**src/rtl/keyed_wdog_pkg.sv**
```systemverilog
package keyed_wdog_pkg;
    localparam int unsigned BUS_W  = 32;
    localparam int unsigned HALF_W = 16;
    localparam int unsigned ADDR_W = 5;
    localparam logic [HALF_W-1:0] WR_KEY = 16'h1234;

    localparam logic [ADDR_W-1:0] A_CFG   = 5'h04;
    localparam logic [ADDR_W-1:0] A_LOAD  = 5'h08;
    localparam logic [ADDR_W-1:0] A_REFR  = 5'h18;
    localparam logic [ADDR_W-1:0] A_START = 5'h1C;

    localparam int unsigned N_GRP  = 3;
    localparam int unsigned GRP_W  = 2;
    localparam int unsigned REFR_W = N_GRP * GRP_W;
    localparam int unsigned G_AUX  = 0;
    localparam int unsigned G_CNT  = 1;
    localparam int unsigned G_CFG  = 2;

    localparam logic [GRP_W-1:0] PH_A = 2'd1;
    localparam logic [GRP_W-1:0] PH_B = 2'd2;

    function automatic logic is_flip(logic [GRP_W-1:0] cur, logic [GRP_W-1:0] nxt);
        return ((cur == PH_A) && (nxt == PH_B)) || ((cur == PH_B) && (nxt == PH_A));
    endfunction
endpackage

```
**src/rtl/keyed_wdog_regs.sv**
```systemverilog
module keyed_wdog_regs
    import keyed_wdog_pkg::*;
#(
    parameter int unsigned CNT_W   = 16,
    parameter int unsigned DIV_W   = 8,
    parameter int unsigned DIV_RST = 16
) (
    input  logic              clk,
    input  logic              rst_n,
    input  logic              bus_wr,
    input  logic [ADDR_W-1:0] bus_addr,
    input  logic [BUS_W-1:0]  bus_wdata,
    output logic [BUS_W-1:0]  bus_rdata,
    output logic [DIV_W-1:0]  div_m1_o,
    output logic [CNT_W-1:0]  load_o,
    output logic              run_en_o,
    output logic              reload_o,
    output logic              cfg_commit_o
);
    typedef struct packed {
        logic [DIV_W-1:0]  div_sh;
        logic [DIV_W-1:0]  div_act;
        logic [CNT_W-1:0]  load_sh;
        logic [REFR_W-1:0] refr;
        logic              run_en;
    } regs_t;

    regs_t q, d;

    logic              key_ok;
    logic              wr_ok;
    logic [HALF_W-1:0] val;
    logic [N_GRP-1:0]  flip;
    logic [HALF_W-1:0] rd16;

    assign key_ok = (bus_wdata[BUS_W-1:HALF_W] == WR_KEY);
    assign wr_ok  = bus_wr && key_ok;
    assign val    = bus_wdata[HALF_W-1:0];

    for (genvar g = 0; g < N_GRP; g++) begin : g_flip
        assign flip[g] = wr_ok && (bus_addr == A_REFR) &&
                         is_flip(q.refr[g*GRP_W +: GRP_W], val[g*GRP_W +: GRP_W]);
    end

    always_comb begin
        d = q;
        if (wr_ok) begin
            case (bus_addr)
                A_CFG:   d.div_sh  = val[8 +: DIV_W];
                A_LOAD:  d.load_sh = val[CNT_W-1:0];
                A_START: d.run_en  = val[0];
                A_REFR: begin
                    for (int g = 0; g < N_GRP; g++) begin
                        if (flip[g]) d.refr[g*GRP_W +: GRP_W] = val[g*GRP_W +: GRP_W];
                    end
                end
                default: ;
            endcase
        end
        if (flip[G_CFG]) d.div_act = q.div_sh;
    end

    always_ff @(posedge clk or negedge rst_n) begin
        if (!rst_n) begin
            q <= '{div_sh:  DIV_W'(DIV_RST - 1),
                   div_act: DIV_W'(DIV_RST - 1),
                   load_sh: '1,
                   refr:    {N_GRP{PH_A}},
                   run_en:  1'b0};
        end else begin
            q <= d;
        end
    end

    always_comb begin
        case (bus_addr)
            A_CFG:   rd16 = HALF_W'(q.div_sh) << 8;
            A_LOAD:  rd16 = HALF_W'(q.load_sh);
            A_REFR:  rd16 = HALF_W'(q.refr);
            A_START: rd16 = HALF_W'(q.run_en);
            default: rd16 = '0;
        endcase
    end

    assign bus_rdata    = {{(BUS_W-HALF_W){1'b0}}, rd16};
    assign div_m1_o     = q.div_act;
    assign load_o       = q.load_sh;
    assign run_en_o     = q.run_en;
    assign reload_o     = flip[G_CNT];
    assign cfg_commit_o = flip[G_CFG];
endmodule

```
**src/rtl/keyed_wdog_presc.sv**
```systemverilog
module keyed_wdog_presc #(
    parameter int unsigned DIV_W = 8
) (
    input  logic             clk,
    input  logic             rst_n,
    input  logic             tick_i,
    input  logic             run_i,
    input  logic             clear_i,
    input  logic [DIV_W-1:0] div_m1_i,
    output logic             dec_o
);
    typedef struct packed {
        logic [DIV_W-1:0] phase;
    } presc_t;

    presc_t q, d;
    logic   step;
    logic   wrap;

    assign step  = tick_i && run_i && !clear_i;
    assign wrap  = (q.phase >= div_m1_i);
    assign dec_o = step && wrap;

    always_comb begin
        d = q;
        if (clear_i) begin
            d.phase = '0;
        end else if (step) begin
            d.phase = wrap ? '0 : q.phase + DIV_W'(1);
        end
    end

    always_ff @(posedge clk or negedge rst_n) begin
        if (!rst_n) q <= '{phase: '0};
        else        q <= d;
    end
endmodule

```
**src/rtl/keyed_wdog_cnt.sv**
```systemverilog
module keyed_wdog_cnt #(
    parameter int unsigned CNT_W = 16
) (
    input  logic             clk,
    input  logic             rst_n,
    input  logic             dec_i,
    input  logic             reload_i,
    input  logic [CNT_W-1:0] load_i,
    output logic [CNT_W-1:0] cnt_o,
    output logic             halted_o,
    output logic             rst_req_o
);
    typedef struct packed {
        logic [CNT_W-1:0] cnt;
        logic             halted;
        logic             req;
    } cnt_t;

    cnt_t q, d;

    always_comb begin
        d     = q;
        d.req = 1'b0;
        if (reload_i) begin
            d.cnt    = load_i;
            d.halted = 1'b0;
        end else if (dec_i && !q.halted) begin
            if (q.cnt <= CNT_W'(1)) begin
                d.cnt    = '0;
                d.halted = 1'b1;
                d.req    = 1'b1;
            end else begin
                d.cnt = q.cnt - CNT_W'(1);
            end
        end
    end

    always_ff @(posedge clk or negedge rst_n) begin
        if (!rst_n) q <= '{cnt: '1, halted: 1'b0, req: 1'b0};
        else        q <= d;
    end

    assign cnt_o     = q.cnt;
    assign halted_o  = q.halted;
    assign rst_req_o = q.req;
endmodule

```
**src/rtl/keyed_wdog.sv**
```systemverilog
module keyed_wdog
    import keyed_wdog_pkg::*;
#(
    parameter int unsigned CNT_W   = 16,
    parameter int unsigned DIV_W   = 8,
    parameter int unsigned DIV_RST = 16
) (
    input  logic              clk,
    input  logic              rst_n,
    input  logic              ref_tick,
    input  logic              bus_wr,
    input  logic [ADDR_W-1:0] bus_addr,
    input  logic [BUS_W-1:0]  bus_wdata,
    output logic [BUS_W-1:0]  bus_rdata,
    output logic              rst_req
);
    logic [DIV_W-1:0] div_w;
    logic [CNT_W-1:0] load_w;
    logic [CNT_W-1:0] cnt_w;
    logic             run_en_w;
    logic             reload_w;
    logic             commit_w;
    logic             halted_w;
    logic             run_w;
    logic             dec_w;

    keyed_wdog_regs #(.CNT_W(CNT_W), .DIV_W(DIV_W), .DIV_RST(DIV_RST)) u_regs (
        .clk          (clk),
        .rst_n        (rst_n),
        .bus_wr       (bus_wr),
        .bus_addr     (bus_addr),
        .bus_wdata    (bus_wdata),
        .bus_rdata    (bus_rdata),
        .div_m1_o     (div_w),
        .load_o       (load_w),
        .run_en_o     (run_en_w),
        .reload_o     (reload_w),
        .cfg_commit_o (commit_w)
    );

    assign run_w = run_en_w && !halted_w;

    keyed_wdog_presc #(.DIV_W(DIV_W)) u_presc (
        .clk      (clk),
        .rst_n    (rst_n),
        .tick_i   (ref_tick),
        .run_i    (run_w),
        .clear_i  (reload_w || commit_w),
        .div_m1_i (div_w),
        .dec_o    (dec_w)
    );

    keyed_wdog_cnt #(.CNT_W(CNT_W)) u_cnt (
        .clk       (clk),
        .rst_n     (rst_n),
        .dec_i     (dec_w),
        .reload_i  (reload_w),
        .load_i    (load_w),
        .cnt_o     (cnt_w),
        .halted_o  (halted_w),
        .rst_req_o (rst_req)
    );
endmodule

```
**config.mk**
```make
export PLATFORM = sky130hd
export DESIGN_NAME = keyed_wdog
export DESIGN_NICKNAME = d
export VERILOG_FILES = /design/src/rtl/keyed_wdog_pkg.sv /design/src/rtl/keyed_wdog_regs.sv /design/src/rtl/keyed_wdog_presc.sv /design/src/rtl/keyed_wdog_cnt.sv /design/src/rtl/keyed_wdog.sv
export SDC_FILE = /design/constraint.sdc
export NUM_CORES = 1
export LEC_CHECK = 0
export CORE_MARGIN = 4
export CORE_UTILIZATION = 50
export CTS_BUF_LIST = sky130_fd_sc_hd__clkbuf_8
export DETAILED_ROUTE_END_ITERATION = 7
export PLACE_DENSITY = 0.8
export SYNTH_ARGS = -nofsm -noshare
export SYNTH_HDL_FRONTEND = slang
export SYNTH_SLANG_ARGS = --single-unit
export TNS_END_PERCENT = 30
```
**constraint.sdc**
```tcl
create_clock -name clk -period 3.2 [get_ports clk]
set_clock_uncertainty 0.1 [all_clocks]
set_input_delay 0.64 -clock clk [delete_from_list [all_inputs] [get_ports clk]]
set_output_delay 0.64 -clock clk [all_outputs]
set_load 0.05 [all_outputs]
```
* Word-level counts from Yosys, hierarchy flattened
Index checks and enable logic that the tools add are counted.
Word-level totals: logic and storage cells 73, input bits 41, output and inout bits 33, flip-flop bits (word level) 65
Operators by class: equal/unequal tests 17, magnitude comparators 2, add/subtract/negate cells 2, reductions and logical operators 32, muxes and demuxes 9
Operators with widths (count):
- 16-bit one-hot mux with 4 select lines | 1
- 8-bit 2-to-1 mux | 3
- 18-bit 2-to-1 mux | 1
- 17-bit 2-to-1 mux | 1
- 16-bit by 13-bit == test with 1-bit output, second input constant | 1
- 16-bit by 1-bit <= comparator with 1-bit output, second input constant | 1
- 1-bit logical AND | 16
- 16-bit 2-to-1 mux | 1
- 16-bit by 1-bit subtractor with 16-bit output, second input constant | 1
- 2-bit by 1-bit == test with 1-bit output, second input constant | 6
- 2-bit == test, second input constant | 6
- 5-bit == test, second input constant | 2
- 3-bit AND reduction | 3
- 8-bit by 1-bit adder with 8-bit output, second input constant | 1
- 8-bit greater-or-equal comparator | 1
- 2-bit AND reduction | 4
- 2-bit nonzero test | 3
- 5-bit by 3-bit == test with 1-bit output, second input constant | 1
- 5-bit by 4-bit == test with 1-bit output, second input constant | 1
- 1-bit logical OR | 4
- 1-bit logical NOT | 2
- 2-bit 2-to-1 mux | 1
- 1-bit 2-to-1 mux | 1

* Depth between registers and ports, before layout
word-level depth 11, gate-level depth with buffers 9, mapped depth without buffers 8

* By module
From an unflattened synthesis, not the netlist that was laid out.
Second synthesis, totals: cells, all modules 399, area, all modules 4200.3 µm²
By module, submodules not included:
- keyed_wdog_regs | cells each 186, times used 1, area each 2293.4 µm², sequential area each 1009.7 µm²
- keyed_wdog_cnt | cells each 139, times used 1, area each 1247.4 µm², sequential area each 470.5 µm²
- keyed_wdog_presc | cells each 72, times used 1, area each 646.9 µm², sequential area each 200.2 µm²
- keyed_wdog | cells each 2, times used 1, area each 12.5 µm², sequential area each 0.0 µm²

* Least setup slack after synthesis
OpenSTA, ideal clock, no wires.
path type input to output, start point in bus_addr[1], end point out bus_rdata[10], arrival 2.300 ns, data required time 2.460 ns, path slack 0.160 ns, stages 5, path buffers 2, path through or3b_1 > buf_6 > nor3_1 > clkbuf_1 > a22o_1
Between the ends: cells in the longest elaborated chain, start to end 2, elaborated cells on any way between the ends 5, classes of those cells 4 x eq/ne; 1 x mux
Ends and longest elaborated chain:
- start, declared | line keyed_wdog.sv:12 | input logic [ADDR_W-1:0] bus_addr,
- 5-bit == test (tied with other cells) | line keyed_wdog_regs.sv:76 | case (bus_addr)
- 16-bit one-hot mux with 4 select lines * | line keyed_wdog_regs.sv:76
- end, declared | line keyed_wdog.sv:14 | output logic [BUS_W-1:0] bus_rdata,
Mark *: on every way between the ends. The rest lies on a longest branch, timed or not.

* Final worst setup path
start point in bus_addr[3], end point out bus_rdata[9]
The elaborated chain is that of the path after synthesis.

==> results by group <==
Synth
  – Post-synth top area share: 29.7%
  – Count leader, synth: dfstp_2
  – Post-synthesis sequential area ratio: 44.2%
  – Area share of and/or/nand/nor cells after synthesis: 17.5%
  – Top cells by count, synth: 43 x dfstp_2, 35 x nand2_1, 30 x mux2_2
  – Yosys cell types: 63
  – Synthesized instance count: around 350
  – Async S/R FF share, synth: 100%
  – Main synth FF type: dfstp_2
  – Synth Area in Adders: roughly 3.6%
  – YS warnings: 0
  – Post-synth top area cell: dfstp_2
  – Largest family of logic cells by synthesized area: simple AND/OR/NAND/NOR gates
  – Mux share of post-synthesis cell area: 9.41%
  – EDFF count, synth: 0
  – Ranking of synthesized cells by area: dfstp_2 30%, dfrtp_1 14%, mux2_2 8.9%
  – Syn Area/Cell: 10.7 um^2
  – Synthesized flop and latch total: 65
  – Post-Synthesis Cell Area: 3800 um^2
  – Compound-Gate Fraction of Synth Area: 16.9%
  – Synth Area in XOR/XNOR: 1.38%

Place
  – Hpwl dp: around 6700 um
  – Post-DP Area: about 4600 um^2
  – Port Buffers: 57
  – GPL Wtd Cong: roughly 0.85
  – Placed Instances: slightly above 500

Worst setup path
  – Crit path cell chain: clkdlybuf4s50_1, or3b_1, nor3_2, buf_4, a22o_1, buf_12
  – CP arrival: 2.29 ns
  – Crit-path max FO: 10
  – Reg2reg end: u_presc.q[2]
  – Worst path bufs/invs: 3
  – Worst reg2reg path startpoint: u_regs.div_m1_o[0]
  – CP max-delay cell: clkdlybuf4s50_1
  – Cell family with most CP delay: buffers and inverters
  – Flop2flop setup slack: 0.39 ns
  – Critical Path Sink Type: primary output
  – Worst R2R Path Depth: 7
  – Largest stage delay, worst path: 0.47 ns
  – Worst path required time: between 2 and 2.5 ns
  – Critical path class: input pin to primary output
  – Worst setup path startpoint: bus_addr[3]
  – Setup crit start kind: input pin

Clock tree
  – H-tree Lvls: 3
  – Hold_buf cts: 0
  – Total CTS buffers: 9
  – Num Clock Sinks: between 60 and 70
  – Worst-Skew Late Latency: 0.34 ns
  – CTS tree: done
  – Postcts setup bufs: 0
  – Clock slew at reported path FFs: 0.06 ns
  – Max clock buf depth: 2
  – Clock Tree Root: clkbuf_8

Layout
  – Non-filler cells, final: 528
  – Nets: 476
  – Syn-to-layout area delta: 28.2%
  – Layout cells sized above 1: between 30 and 40%
  – Final Cell Area: about 4900 um^2
  – Fillers: roughly 570
  – Antenna Diode Count: 0

Power
  – Int Pwr: around 1.4 mW
  – NetSw: ~0.38 mW
  – VDD IR max: 228 uV
  – Clock share of power: between 40% and 50%
  – Sequential fraction of design power: 47.5%
  – Sw frac: 22.1%
  – Combinational share of power: between 7 and 8%
  – Leak: a little over 2 nW
  – Tot Pwr: 1.74 mW
  – Power density over the cells: 356 nW/um^2

Routing
  – Final WL: 8830 um
  – First DRT Iteration DRCs: 230
  – Drt pass-1 iters: 4
  – DR vias: 3022
  – Wire per inst: 16.7 um
  – Vias per inst: about 5.7
  – DRC: 0
  – Antenna viol nets, final: 0

GRT
  – Vias in the first global route: 3061
  – Largest net degree at the start of global routing: 36
  – Initial antenna violation count: 0
  – GRT Resource Usage Total: 20.8%
  – First-pass GRT wire length: 14500 um
  – Congestion Overflow GR: 0

Flow run
  – Max_cap viols: 0

Timing
  – Setup TNS: 0 ns
  – RSZ-0062 raised after global routing: no
  – Final hold vios: 0
  – Fmax: roughly 330 MHz
  – Fin crit share: a little over nine tenths
  – Post-layout minimum cycle time: 3.03 ns
  – Worst-Margin Slew: between 0.7 and 0.8 ns
  – Slew Limit Fails: 0
  – Worst hold slack: ~0.28 ns
  – Slew headroom: 46.9%
  – Final setup viols: 0

Die
  – I/O Pins: 74
  – Core ar.: 7330 um^2
  – Initial core utilization: 51.9%
  – Row count: 31
  – Die span in y: 95.2 um
  – Die footprint: 9070 um^2
  – Die width: 95.2 um

Min path
  – HP Class: input pin to async pin

Outcome
  – Status: finished clean
metal layers:
layer / vias up / GRT usage (%) / routed length [um]
li1: 1421 / - / -
met1: 1520 / 26.1 / 3800
met2: 73 / 35.3 / 4550
met3: 8 / 4.03 / 395
met4: 0 / 8.05 / 86
met5: - / 0 / 0
power groups by stage:
stage	Sequential (mW)	Clock [mW]	Combinational (mW)
finish	0.824	0.776	0.136
global route	0.824	0.835	0.145
floorplan	0.838	0	0.0720
detailed placement	0.838	0	0.136
CTS	0.824	0.790	0.137
global placement	0.838	0	0.134
registers in the layout (all words and copies together), names as in the netlist:
register,count
u_cnt.cnt_o,16
u_regs.load_o,16
u_regs.q,14
u_presc.q,8
u_regs.div_m1_o,8
u_cnt.halted_o,1
u_cnt.rst_req_o,1
u_regs.run_en_o,1
layout make-up:
type | instances | area [um^2] | share of cell area, %
Clock inverter | 5 | 71.3 | 1.46
Sequential cell | 65 | 1680 | 34.5
Clock buffer | 11 | 151 | 3.11
Tap cell | 99 | 124 | 2.54
Inverter | 14 | 52.6 | 1.08
Multi-Input combinational cell | 260 | 1930 | 39.6
Timing Repair Buffer | 74 | 866 | 17.8
kinds of logic (layout without fill, tap and decap cells):
| logic type | after synthesis | in the layout |
|---|---|---|
| buffers and inverters | 44 | 104 |
| AOI/OAI and AO/OA | 82 | 82 |
| muxes | 32 | 32 |
| adders and majority gates | 11 | 11 |
| other | 1 | 16 |
| DFF | 65 | 65 |
| xor gates and xnor gates | 6 | 6 |
| and+or+nand+nor | 113 | 113 |
cells in the final DEF, fill, tap and decap left out, drive strengths merged, types with 5 or more instances in the layout:
master / instances
a211oi: 8
a21oi: 5
a221o: 7
a22o: 17
a31oi: 6
and3: 6
buf: 34
clkbuf: 11
clkdlybuf4s50: 40
conb: 16
dfrtp: 22
dfstp: 43
ha: 11
inv: 17
mux2: 30
nand2: 35
nand2b: 6
nand3: 7
nor2: 12
nor3: 9
nor4bb: 5
o211ai: 5
o21ai: 18
or3: 5
xnor2: 5
how the worst max path moves through the flow:
stage / end / cells after the start
3_3_place_gp: u_presc.q[2] / 8
4_1_cts: u_presc.q[2] / 7
5_1_grt: bus_rdata[9] / 6
6_report: bus_rdata[9] / 6
2_1_floorplan: bus_rdata[10] / 5
3_5_place_dp: u_presc.q[2] / 8
metrics by stage:
| step | setup WS (ns) | utilization, % |
|---|---|---|
| detailed placement | 0.0224 | 63.4 |
| finish | 0.165 | 66.5 |
| floorplan | 0.160 | - |
| CTS | 0.0984 | 66.4 |
| global placement | 0.0599 | 63.4 |
| global route | 0.0768 | 66.5 |
worst reg2reg max path: stages, from the launching register on:
cell and delay (ns):
dfstp_2 0.53, ha_1 0.22, nand2b_1 0.16, a2111oi_0 0.54, o21ai_0 0.27, a211oi_2 0.60, a21oi_1 0.16, a31oi_1 0.16
timing repair:
item                                   in CTS  in global routing
endpoints found under the hold margin       0                  0
setup endpoints to repair                   0                  8
resized for setup                           0                  1
(Power assumes the default switching activity.)
